==> src/rtl/lfsr_xn_pkg.sv <==
package lfsr_xn_pkg;

    localparam int unsigned LFSR_W   = 4;
    localparam int unsigned TAP_HI   = 3;
    localparam int unsigned TAP_LO   = 2;
    localparam int unsigned PERIOD   = (1 << LFSR_W) - 1;

    typedef logic [LFSR_W-1:0] lfsr_word_t;

    localparam lfsr_word_t SEED_WORD = '0;
    localparam lfsr_word_t LOCK_WORD = '1;

    typedef struct packed {
        lfsr_word_t word;
        logic       wrap;
    } lfsr_out_t;

    function automatic logic xnor_tap(input lfsr_word_t w);
        return ~(w[TAP_HI] ^ w[TAP_LO]);
    endfunction

endpackage

==> src/rtl/lfsr_xn_feedback.sv <==
module lfsr_xn_feedback
    import lfsr_xn_pkg::*;
(
    input  lfsr_word_t cur_i,
    output logic       fb_o
);
    always_comb begin
        fb_o = xnor_tap(cur_i);
    end
endmodule

==> src/rtl/lfsr_xn_shift.sv <==
module lfsr_xn_shift
    import lfsr_xn_pkg::*;
#(
    parameter int unsigned   WIDTH = LFSR_W,
    parameter logic [WIDTH-1:0] INIT = '0
) (
    input  logic             clk_i,
    input  logic             rst_i,
    input  logic             en_i,
    input  logic             fb_i,
    output logic [WIDTH-1:0] q_o,
    output logic [WIDTH-1:0] nxt_o
);
    logic [WIDTH-1:0] d;

    assign d[0] = fb_i;

    for (genvar s = 1; s < WIDTH; s++) begin : g_link
        assign d[s] = q_o[s-1];
    end

    for (genvar s = 0; s < WIDTH; s++) begin : g_stage
        always_ff @(posedge clk_i) begin
            if (rst_i) begin
                q_o[s] <= INIT[s];
            end else if (en_i) begin
                q_o[s] <= d[s];
            end
        end
    end

    assign nxt_o = d;
endmodule

==> src/rtl/lfsr_xn_wrap.sv <==
module lfsr_xn_wrap
    import lfsr_xn_pkg::*;
(
    input  logic       clk_i,
    input  logic       rst_i,
    input  logic       en_i,
    input  lfsr_word_t nxt_i,
    output logic       wrap_o
);
    always_ff @(posedge clk_i) begin
        if (rst_i) begin
            wrap_o <= 1'b0;
        end else begin
            wrap_o <= en_i && (nxt_i == SEED_WORD);
        end
    end
endmodule

==> src/rtl/lfsr_xn_top.sv <==
module lfsr_xn_top
    import lfsr_xn_pkg::*;
(
    input  logic        clk_i,
    input  logic        rst_i,
    input  logic        en_i,
    output logic [3:0]  rnd_o,
    output logic        wrap_o
);
    lfsr_word_t cur;
    lfsr_word_t nxt;
    logic       fb;
    lfsr_out_t  outs;

    lfsr_xn_feedback u_fb (
        .cur_i (cur),
        .fb_o  (fb)
    );

    lfsr_xn_shift #(
        .WIDTH (LFSR_W),
        .INIT  (SEED_WORD)
    ) u_shift (
        .clk_i (clk_i),
        .rst_i (rst_i),
        .en_i  (en_i),
        .fb_i  (fb),
        .q_o   (cur),
        .nxt_o (nxt)
    );

    lfsr_xn_wrap u_wrap (
        .clk_i  (clk_i),
        .rst_i  (rst_i),
        .en_i   (en_i),
        .nxt_i  (nxt),
        .wrap_o (outs.wrap)
    );

    assign outs.word = cur;
    assign rnd_o     = outs.word;
    assign wrap_o    = outs.wrap;
endmodule

==> config.mk <==
export PLATFORM = sky130hd
export DESIGN_NAME = lfsr_xn_top
export DESIGN_NICKNAME = d
export VERILOG_FILES = /design/src/rtl/lfsr_xn_pkg.sv /design/src/rtl/lfsr_xn_feedback.sv /design/src/rtl/lfsr_xn_shift.sv /design/src/rtl/lfsr_xn_wrap.sv /design/src/rtl/lfsr_xn_top.sv
export SDC_FILE = /design/constraint.sdc
export NUM_CORES = 1
export LEC_CHECK = 0
export BUFFER_PORTS_ARGS = -buffer_cell sky130_fd_sc_hd__clkbuf_2
export CORE_AREA = 8 8 45 47
export CTS_BUF_LIST = sky130_fd_sc_hd__clkbuf_4
export CTS_CLUSTER_DIAMETER = 30
export DETAILED_ROUTE_END_ITERATION = 6
export DIE_AREA = 0 0 53 55
export SLEW_MARGIN = 20
export SYNTH_ARGS = -nofsm -noshare
export SYNTH_HDL_FRONTEND = slang
export SYNTH_SLANG_ARGS = --single-unit
==> constraint.sdc <==
create_clock -name clk_i -period 2.2 [get_ports clk_i]
set_clock_uncertainty 0.2 [all_clocks]
set_input_delay 0.33 -clock clk_i [delete_from_list [all_inputs] [get_ports clk_i]]
set_output_delay 0.33 -clock clk_i [all_outputs]
set_load 0.005 [all_outputs]
==> results by group, run 1 <==
Cells and area
  • Ant. Diodes: 0
  • Area Growth Syn to Fin: 42.1%
  • Post-route core utilization: 0.195
  • Share of layout cells above drive strength 1: 0.393
  • Finished Cell Area: around 270 um2
  • Nets: 32

GRT
  • GRT Resource Usage Total: 0.0350
  • First-pass GRT wire length: 669 um
  • Initial antenna violation count: 0
  • Number of global-route vias before repair: 175
  • GRT overflow: 0
  • Largest net degree at the start of global routing: 7

Setup path
  • Buf+Inv Stages, Crit Path: 1
  • Setup CP Type: reg2out
  • FF-to-FF End: u_shift.nxt_o[1]
  • Setup slack, reg-to-reg: 1240 ps
  • CP Max Fanout: 5
  • Reg2reg path depth: 2
  • Max stage delay cell, worst path: dfxtp_1
  • FF-to-FF Start: u_shift.nxt_o[3]
  • Critical-path cell list: clkbuf_2
  • Critical path arrival: 790 ps
  • Type of origin of the critical path: flop
  • Crit-path max cell delay: about 400 ps
  • CP Data Required Time: ~1700 ps
  • Critical path capture point type: output pin
  • Delay-heaviest family, CP: flip-flops

Clock network
  • CTS sink cnt: 5
  • CTS tree: built
  • Post_cts resized: 0
  • Worst-path clk slew: about 40 ps
  • Max clock buf depth: 2
  • Clock Tree Root: clkbuf_4
  • Hold buffer count at CTS: 0
  • Post-CTS Repair Setup Buffers: 0
  • Clock latency on the worst-skew pair: roughly 240 ps
  • Total CTS buffers: 3
  • Number of H-tree levels: 1

Yosys
  • Asr flop ratio synth: 0
  • Average size of a mapped cell: 10.6 um2
  • Largest cells by area after synthesis: dfxtp_1 (53%), mux2i_1 (16%), nand2b_1 (6.6%)
  • Top-count cell post-synth: dfxtp_1
  • Cell area after synthesis: between 150 and 200 um2
  • Mapped Cells: 18
  • Commonest cells in the netlist: dfxtp_1 (5), mux2i_1 (3), nor2_1 (3)
  • Synth cell types: 9
  • Area leader, netlist: dfxtp_1
  • Top cell type's share of synthesized area: 0.526
  • Number of synthesized flops with an enable pin: 0
  • Sequential area share after synthesis: 0.526
  • Yosys reg bits: 5
  • Synth warn: 0
  • Net Count, Synth: 21
  • Post-synth top flop: dfxtp_1

Routing
  • Met3 routed WL: 54 um
  • Antenna-violating nets left: 0
  • DR vias/cell: 3.50
  • Wire length on met2: about 200 um
  • Residual DRC count: 0
  • Detailed-routing wirelength on met1: between 100 and 150 um
  • DRT Pass-1 Iters: 2
  • Total Wirelength: 388 um
  • Post-DR wirelength/cell: a little under 9 um
  • DRT iter0 DRCs: 1
  • Max Used Layer: met3
  • Via count: about 150

Floorplan
  • Die area: between 2000 and 3000 um2
  • Ports: 8
  • Starting Density: 0.137
  • Die Y: ~55 um
  • Die Width: 53 um
  • Core Area: between 1000 and 1500 um2
  • Row cnt: 14

Timing
  • Max frequency: around 760 MHz
  • TNS Setup: 0 ps
  • RSZ-0062 raised after global routing: no
  • Max_slew headroom: 0.876
  • Final hold viol count: 0
  • # setup viols final: 0
  • Period minus WS final: between 1000 and 1500 ps
  • Slew Limit Fails: 0
  • Tightest Pin Transition: between 150 and 200 ps
  • Final cycle utilization of the critical path: 0.600

Pwr
  • Maximum vdd drop: roughly 0.26 mV
  • Leak: roughly 0.13 nW
  • Pwr Density: roughly 840 nW/um2

Status
  • Status: completed

Placed design
  • GP Congestion: between 0.6 and 0.7
  • Port-buffer cells: 7
  • Placed cell areas: between 200 and 250 um2

Hold path
  • Hold WC Path Type: in2reg
  • WHS Endpoint: u_shift.nxt_o[2]
  • Hold Path Cell Cnt: 2
  • Min-Delay Startpoint: rst_i

Run
  • Max-cap viol count: 0
-- sequential cells by signal, indices dropped and copies added, names as in the netlist --
signal         count
u_shift.nxt_o      3
u_shift.q_o        1
u_wrap.wrap_o      1
-- cells by family (layout without fill, tap and decap cells) --
family          after synthesis  after routing  synth area share
simple gates                  7              7             0.210
flops                         5              5             0.526
mux                           3              3             0.158
compound gates                1              1            0.0329
xor+xnor                      1              1            0.0461
buf+inv                       1             11            0.0263
-- where the power goes --
group	leakage, nW	switching, mW	internal [mW]
sequential	0.0408	0.00327	0.0943
clock	0.0184	0.0356	0.0807
combinational	0.0717	0.00646	0.00802
-- layout make-up --
class / instances / area (um2)
Fill cell: 156 / 1110
Tap cell: 16 / 20.0
Sequential cell: 5 / 100
Clock buffer: 4 / 30.0
Timing Repair Buffer: 7 / 35.0
Multi-Input combinational cell: 12 / 85.1
-- worst max-delay path by stage --
stage                startpoint          endpoint  slack [ps]  cells after the start
3_5_place_dp   u_shift.nxt_o[3]          rnd_o[2]        1130                      1
3_3_place_gp   u_shift.nxt_o[3]          rnd_o[2]        1130                      1
4_1_cts        u_shift.nxt_o[3]          rnd_o[2]         870                      1
6_report       u_shift.nxt_o[3]          rnd_o[2]         880                      1
5_1_grt        u_shift.nxt_o[3]          rnd_o[2]         840                      1
2_1_floorplan              en_i  u_shift.nxt_o[2]        1190                      3
-- metrics by stage --
step,cells,hold WS [ps],total power [mW],worst slack [ps]
6_report,44,122,0.228,880
5_1_grt,44,124,0.243,842
4_1_cts,44,113,0.235,870
3_5_place_dp,40,265,0.114,1130
3_3_place_gp,40,267,0.114,1130
2_1_floorplan,18,202,0.107,1190
-- cell usage in the layout (no fill, tap or decap), drive strengths merged --
master    n
clkbuf   11
dfxtp     5
mux2i     3
nand2b    2
nand4bb   1
nor2      3
nor3      1
o22ai     1
xor2      1
-- worst register-to-register path, cell delays in order, from the launching register on --
cell and delay (ps):
dfxtp_1 400, xor2_1 160, o22ai_1 90
-- metal layers --
metal,track usage,vias up
li1,-,82
met1,0.0183,67
met2,0.0625,5
met3,0.0455,0
met4,0.0129,0
met5,0,-
No activity file was read; power rests on OpenSTA's default activity.
==> inputs of run 2 (changes only) <==
--- a/config.mk
+++ b/config.mk
@@ -5,6 +5,7 @@
 export SDC_FILE = /design/constraint.sdc
 export NUM_CORES = 1
 export LEC_CHECK = 0
+export ABC_AREA = 1
 export BUFFER_PORTS_ARGS = -buffer_cell sky130_fd_sc_hd__clkbuf_2
 export CORE_AREA = 8 8 45 47
 export CTS_BUF_LIST = sky130_fd_sc_hd__clkbuf_4
==> constraint.sdc (replaced) <==
create_clock -name clk_i -period 1.2 [get_ports clk_i]
set_clock_uncertainty 0.2 [all_clocks]
set_input_delay 0.18 -clock clk_i [delete_from_list [all_inputs] [get_ports clk_i]]
set_output_delay 0.18 -clock clk_i [all_outputs]
set_load 0.005 [all_outputs]
==> results by group, run 2 <==
Clock network
  • Worst-path clk slew: 50 ps (was 40 ps)
  • Number of H-tree levels: 1 (unchanged)
  • Clock Tree Root: clkbuf_4 (unchanged)
  • CTS sink cnt: 5 (unchanged)
  • Clock latency on the worst-skew pair: 250 ps (was 240 ps)
  • Total CTS buffers: 3 (unchanged)
  • Post_cts resized: 0 (unchanged)
  • Post-CTS Repair Setup Buffers: 0 (unchanged)
  • Max clock buf depth: 2 (unchanged)
  • Hold buffer count at CTS: 0 (unchanged)
  • CTS tree: built (unchanged)

Cells and area
  • Most frequent cells in the layout: clkbuf_2 (7), nor2_1 (6), dfxtp_1 (5), inv_1 (4), clkbuf_4 (4) (was clkbuf_2 (7), dfxtp_1 (5), clkbuf_4 (4), mux2i_1 (3), nor2_1 (3))
  • FF+latch area: 100 um2 (unchanged)
  • Most common cell after layout, fill and taps aside: clkbuf_2 (unchanged)
  • Nets: 43 (was 32)
  • Share of layout cells above drive strength 1: 0.385 (was 0.393)
  • Max reg flops: 3 (unchanged)
  • Number of fill cells: 162 (was 156)
  • Area occupied by multi-input gates: 76.3 um2 (was 85.1 um2)
  • Ant. Diodes: 0 (unchanged)
  • Non-Filler Instances: 55 (was 44)
  • Area Growth Syn to Fin: 42.8% (was 42.1%)

Timing
  • # setup viols final: 0 (unchanged)
  • TNS Setup: 0 ps (unchanged)
  • Final hold viol count: 0 (unchanged)
  • Max frequency: roughly 860 MHz
  • Slew Limit Fails: 0 (unchanged)
  • RSZ-0062 raised after global routing: no (unchanged)
  • Period minus WS final: around 1200 ps
  • Max_slew headroom: 0.892 (was 0.876)
  • Tightest Pin Transition: 162 ps (was 185 ps)
  • Final cycle utilization of the critical path: 0.966

Setup path
  • Buf+Inv Stages, Crit Path: 1 (unchanged)
  • CP Max Fanout: 5 (unchanged)
  • Crit-path max cell delay: 390 ps (was 400 ps)
  • Worst path depth: 1 (unchanged)
  • Setup CP Type: reg2out (unchanged)
  • CP Data Required Time: 820 ps (was 1670 ps)
  • Delay-heaviest family, CP: flip-flops (unchanged)
  • Worst Setup EP: rnd_o[3] (was rnd_o[2])
  • Type of origin of the critical path: flop (unchanged)
  • Reg2reg path depth: 5 (was 2)
  • Max stage delay cell, worst path: dfxtp_1 (unchanged)
  • Critical path capture point type: output pin (unchanged)
  • FF-to-FF End: u_shift.nxt_o[1] (unchanged)
  • Critical path arrival: 780 ps (was 790 ps)
  • Critical-path cell list: clkbuf_2 (unchanged)
  • Setup slack, reg-to-reg: 240 ps (was 1240 ps)
  • Worst Setup SP: u_shift.q_o[3] (was u_shift.nxt_o[3])
  • FF-to-FF Start: u_shift.nxt_o[3] (unchanged)

GRT
  • First-pass GRT wire length: 752 um (was 669 um)
  • Largest net degree at the start of global routing: 8 (was 7)
  • GRT overflow: 0 (unchanged)
  • Number of global-route vias before repair: 182 (was 175)
  • Initial antenna violation count: 0 (unchanged)
  • GRT Resource Usage Total: 0.0421 (was 0.0350)

Floorplan
  • Die area: 2920 um2 (unchanged)
  • Die Y: 55 um (unchanged)
  • Die Width: 53 um (unchanged)
  • Core Area: 1380 um2 (unchanged)
  • Ports: 8 (unchanged)
  • Row cnt: 14 (unchanged)
  • Starting Density: 0.144 (was 0.137)

Pwr
  • Net Sw Power: 109 uW (was 45.3 uW)
  • Comb power frac: 0.095 (was 0.063)
  • Pwr Density: 1600 nW/um2 (was 845 nW/um2)
  • Internal power: 344 uW (was 183 uW)
  • Clk network pwr share: 0.494 (was 0.509)
  • Flop pwr share: 0.411 (was 0.427)
  • Leak: 0.146 nW (was 0.131 nW)
  • Power consumption: 453 uW (was 228 uW)
  • Switching Fraction: 0.240 (was 0.198)
  • Maximum vdd drop: 0.593 mV (was 0.257 mV)

Yosys
  • Commonest cells in the netlist: nor2_1 (6), dfxtp_1 (5), inv_1 (4) (was dfxtp_1 (5), mux2i_1 (3), nor2_1 (3))
  • Asr flop ratio synth: 0 (unchanged)
  • Synth cell types: 9 (unchanged)
  • Mapped Cells: 28 (was 18)
  • Complex-gate fraction of the synthesized area: 0.101 (was 0.0329)
  • Area leader, netlist: dfxtp_1 (unchanged)
  • Cell area after synthesis: 199 um2 (was 190 um2)
  • Synthesized-area fraction occupied by adder cells: 0 (unchanged)
  • Top-count cell post-synth: nor2_1 (was dfxtp_1)
  • Sequential area share after synthesis: 0.503 (was 0.526)
  • Yosys reg bits: 5 (unchanged)
  • Synth Area in Simple Gates: 0.283 (was 0.211)
  • Top cell type's share of synthesized area: 0.503 (was 0.526)
  • Net Count, Synth: 31 (was 21)
  • Average size of a mapped cell: 7.11 um2 (was 10.6 um2)
  • XOR/XNOR Fraction of Synth Area: 0 (was 0.0461)
  • Number of synthesized flops with an enable pin: 0 (unchanged)
  • Largest cells by area after synthesis: dfxtp_1 (50%), nor2_1 (11%), o21ai_0 (7.5%) (was dfxtp_1 (53%), mux2i_1 (16%), nand2b_1 (6.6%))
  • Mux contribution to synthesized area: 0 (was 0.158)
  • Main combinational cell family by area after synthesis: simple AND/OR/NAND/NOR gates (unchanged)
  • Synth warn: 0 (unchanged)
  • Post-synth top flop: dfxtp_1 (unchanged)

Hold path
  • Hold WC Path Type: in2reg (unchanged)

Routing
  • Post-DR wirelength/cell: 8.44 um (was 8.82 um)
  • DR vias/cell: 3.56 (was 3.50)
  • DRT Pass-1 Iters: 2 (unchanged)
  • Antenna-violating nets left: 0 (unchanged)
  • Total Wirelength: 464 um (was 388 um)
  • Residual DRC count: 0 (unchanged)
  • Via count: 196 (was 154)
  • DRT iter0 DRCs: 1 (unchanged)

Placed design
  • Port-buffer cells: 7 (unchanged)
  • GP Congestion: 0.789 (was 0.684)
  • Placed insts: 51 (was 40)
  • Post-DP HPWL: 362 um

Run
  • Max-cap viol count: 0 (unchanged)

Status
  • Status: completed (unchanged)
==> run 2: changes by cell type after synthesis, sizes merged, moves of 2 or more <==
cell	previous run	this run
nand3	0	2
nand2	0	3
nand2b	2	0
o21ai	0	3
mux2i	3	0
inv	0	6
nor2	3	8
==> run 2: layout make-up <==
| cell class | count | share of cell area |
|---|---|---|
| clock buffer | 4 | 0.106 |
| inverter | 6 | 0.0793 |
| multi-input combinational | 17 | 0.269 |
| timing repair buffer | 7 | 0.123 |
| sequential | 5 | 0.352 |
| tap | 16 | 0.0705 |
==> run 2: worst min-delay path by stage <==
stage	from	cells past startpoint	endpoint
global placement	rst_i	4	u_shift.nxt_o[1]
finish	rst_i	4	u_shift.nxt_o[1]
detailed placement	rst_i	4	u_shift.nxt_o[1]
global route	en_i	2	u_shift.q_o[3]
CTS	rst_i	4	u_shift.nxt_o[1]
floorplan	en_i	1	u_shift.q_o[3]
==> run 2: logic make-up (layout without fill, tap and decap cells) <==
kind of cell | count (synthesis) | count (layout)
AOI/OAI and AO/OA | 4 | 4
buffers and inverters | 6 | 17
DFF | 5 | 5
and+or+nand+nor | 13 | 13
==> run 2: per-stage QoR <==
stage          setup WS (ps)  instance area [um2]  utilization  hold slack [ps]
2_1_floorplan            290                  199            -             73.5
3_3_place_gp             250                  254        0.184              259
3_5_place_dp             241                  254        0.184              272
4_1_cts                 37.3                  284        0.205             2.50
5_1_grt                 15.0                  284        0.205             15.8
6_report                40.9                  284        0.205             9.03
==> run 2: routing by layer <==
| metal | part of all wire | up-vias | GRT usage |
|---|---|---|---|
| li1 | - | 105 | - |
| met1 | 0.41 | 82 | 0.0335 |
| met2 | 0.42 | 7 | 0.0527 |
| met3 | 0.13 | 2 | 0.0588 |
| met4 | 0.022 | 0 | 0.0259 |
| met5 | 0 | - | 0 |
==> run 2: power by group through the flow <==
stage | registers (mW) | clock network, mW | logic (mW)
global route | 0.187 | 0.247 | 0.0505
floorplan | 0.189 | 0 | 0.0231
detailed placement | 0.189 | 0 | 0.0443
finish | 0.186 | 0.224 | 0.0432
global placement | 0.189 | 0 | 0.0433
CTS | 0.186 | 0.238 | 0.0444
==> inputs of run 3 (changes only) <==
--- a/config.mk
+++ b/config.mk
@@ -7,11 +7,11 @@
 export LEC_CHECK = 0
 export ABC_AREA = 1
 export BUFFER_PORTS_ARGS = -buffer_cell sky130_fd_sc_hd__clkbuf_2
-export CORE_AREA = 8 8 45 47
+export CORE_AREA = 2 2 39 41
 export CTS_BUF_LIST = sky130_fd_sc_hd__clkbuf_4
 export CTS_CLUSTER_DIAMETER = 30
 export DETAILED_ROUTE_END_ITERATION = 6
-export DIE_AREA = 0 0 53 55
+export DIE_AREA = 0 0 41 43
 export SLEW_MARGIN = 20
 export SYNTH_ARGS = -nofsm -noshare
 export SYNTH_HDL_FRONTEND = slang
==> results by group, run 3 (same netlist as run 2, synthesis figures left out) <==
Placed design
  • Port-buffer cells: 7 (unchanged)
  • GP Congestion: 0.761 (was 0.789)
  • Dpl ws: 264 ps (was 241 ps)
  • Placed insts: 51 (unchanged)
  • Post-DP HPWL: 292 um (was 362 um)

Cells and area
  • Area occupied by multi-input gates: 76.3 um2 (unchanged)
  • Ant. Diodes: 0 (unchanged)
  • Share of layout cells above drive strength 1: 0.385 (unchanged)
  • Most common cell after layout, fill and taps aside: clkbuf_2 (unchanged)
  • Number of fill cells: 158 (was 162)
  • Max reg flops: 3 (unchanged)
  • Nets: 43 (unchanged)
  • FF+latch area: 100 um2 (unchanged)
  • Area Growth Syn to Fin: 42.8% (unchanged)
  • Non-Filler Instances: 55 (unchanged)
  • Most frequent cells in the layout: clkbuf_2 (7), nor2_1 (6), dfxtp_1 (5), inv_1 (4), clkbuf_4 (4) (unchanged)

Hold path
  • Hold WC Path Type: in2reg (unchanged)
  • Hold Path Cell Cnt: 4 (unchanged)

Clock network
  • Max clock buf depth: 2 (unchanged)
  • Post_cts resized: 0 (unchanged)
  • Clock Tree Root: clkbuf_4 (unchanged)
  • Total CTS buffers: 3 (unchanged)
  • CTS sink cnt: 5 (unchanged)
  • Clock latency on the worst-skew pair: 240 ps (was 250 ps)
  • Worst-path clk slew: 40 ps (was 50 ps)
  • Hold buffer count at CTS: 0 (unchanged)
  • Number of H-tree levels: 1 (unchanged)
  • CTS tree: built (unchanged)
  • Post-CTS Repair Setup Buffers: 0 (unchanged)

GRT
  • Grt peak-use layer: met1 (was met3)
  • GRT Resource Usage Total: 0.0592 (was 0.0421)
  • Initial antenna violation count: 0 (unchanged)
  • Largest net degree at the start of global routing: 8 (unchanged)
  • Number of global-route vias before repair: 152 (was 182)
  • Met2 GRT Util: 0.0563 (was 0.0527)
  • GR Layer Usage met3: 0.0628 (was 0.0588)
  • GRT overflow: 0 (unchanged)
  • First-pass GRT wire length: 593 um (was 752 um)
  • M1 GR Usage: 0.0740 (was 0.0335)

Pwr
  • Pwr Density: 1570 nW/um2 (was 1600 nW/um2)
  • Net Sw Power: 101 uW (was 109 uW)
  • Comb power frac: 0.096 (was 0.095)
  • Maximum vdd drop: 0.433 mV (was 0.593 mV)
  • Power consumption: 445 uW (was 453 uW)
  • Flop pwr share: 0.418 (was 0.411)
  • Switching Fraction: 0.226 (was 0.240)
  • Leak: 0.146 nW (unchanged)
  • Clk network pwr share: 0.486 (was 0.494)
  • Internal power: 344 uW (about the same)

Routing
  • Post-DR wirelength/cell: 7.31 um (was 8.44 um)
  • Antenna-violating nets left: 0 (unchanged)
  • Via count: 181 (was 196)
  • DRT Pass-1 Iters: 1 (was 2)
  • Residual DRC count: 0 (unchanged)
  • DRT iter0 DRCs: 0 (was 1)
  • Total Wirelength: 402 um (was 464 um)
  • DR vias/cell: 3.29 (was 3.56)

Timing
  • Max_slew headroom: 0.905 (was 0.892)
  • Worst hold-check slack: 16.0 ps (was 9.03 ps)
  • Slew Limit Fails: 0 (unchanged)
  • RSZ-0062 raised after global routing: no (unchanged)
  • TNS Setup: 0 ps (unchanged)
  • Max frequency: 878 MHz (was 863 MHz)
  • Final cycle utilization of the critical path: 0.949 (was 0.966)
  • Final hold viol count: 0 (unchanged)
  • # setup viols final: 0 (unchanged)
  • Period minus WS final: 1140 ps (was 1160 ps)
  • Post-route setup slack: 60.7 ps (was 40.9 ps)
  • Tightest Pin Transition: 141 ps (was 162 ps)

Setup path
  • Setup CP Type: reg2out (unchanged)
  • CP Data Required Time: 820 ps (about the same)
  • Crit-path max cell delay: 380 ps (was 390 ps)
  • Max stage delay cell, worst path: dfxtp_1 (unchanged)
  • Critical-path cell list: clkbuf_2 (unchanged)
  • Delay-heaviest family, CP: flip-flops (unchanged)
  • CP Max Fanout: 5 (unchanged)
  • Critical path arrival: 760 ps (was 780 ps)
  • Buf+Inv Stages, Crit Path: 1 (unchanged)
  • Type of origin of the critical path: flop (unchanged)
  • Worst path depth: 1 (unchanged)
  • Setup slack, reg-to-reg: 260 ps (was 240 ps)
  • Reg2reg path depth: 5 (unchanged)
  • Critical path capture point type: output pin (unchanged)

Status
  • Status: completed (unchanged)

Floorplan
  • Die Width: 41 um (was 53 um)
  • Starting Density: 0.144 (unchanged)
  • Ports: 8 (unchanged)
  • Die area: 1760 um2 (was 2920 um2)
  • Die Y: 43 um (was 55 um)
  • Row cnt: 14 (unchanged)
  • Core Area: 1380 um2 (unchanged)

Run
  • Max-cap viol count: 0 (unchanged)
run 3: cell counts in the layout (fill, tap and decap cells not counted):
Identical to the previous run, type by type.
run 3: path summary, 6_finish.rpt:
kind | start | endpoint
worst min-delay path | rst_i | u_shift.nxt_o[1]
worst max-delay path | u_shift.q_o[3] | rnd_o[3]
worst min register to register | u_shift.nxt_o[3] | u_shift.q_o[3]
worst max register to register | u_shift.q_o[3] | u_shift.nxt_o[1]
run 3: through the flow:
| stage | area, um2 | util |
|---|---|---|
| after floorplan | 199 | - |
| after global placement | 254 | 0.184 |
| after detailed placement | 254 | 0.184 |
| after CTS | 284 | 0.205 |
| after global routing | 284 | 0.205 |
| final | 284 | 0.205 |
run 3: power groups by stage:
stage          Clock (mW)  Sequential, mW  Combinational, mW
6_report            0.216           0.186             0.0427
3_3_place_gp            0           0.189             0.0432
2_1_floorplan           0           0.189             0.0231
3_5_place_dp            0           0.189             0.0429
4_1_cts             0.229           0.186             0.0434
5_1_grt             0.232           0.187             0.0499
run 3: routing by layer:
metal	part of all wire	vias to the layer above
li1	-	106
met5	0	-
met2	0.35	7
met3	0.11	0
met4	0	0
met1	0.54	68
run 3: worst min-delay path, stage by stage:
cell and delay, ps:
clkbuf_2 100, nor2_1 50, nand2_1 50, inv_1 30
run 3: cell type report:
class,count,area share
clock buffer,4,0.106
tap,16,0.0705
multi-input combinational,17,0.269
inverter,6,0.0793
sequential,5,0.352
timing repair buffer,7,0.123
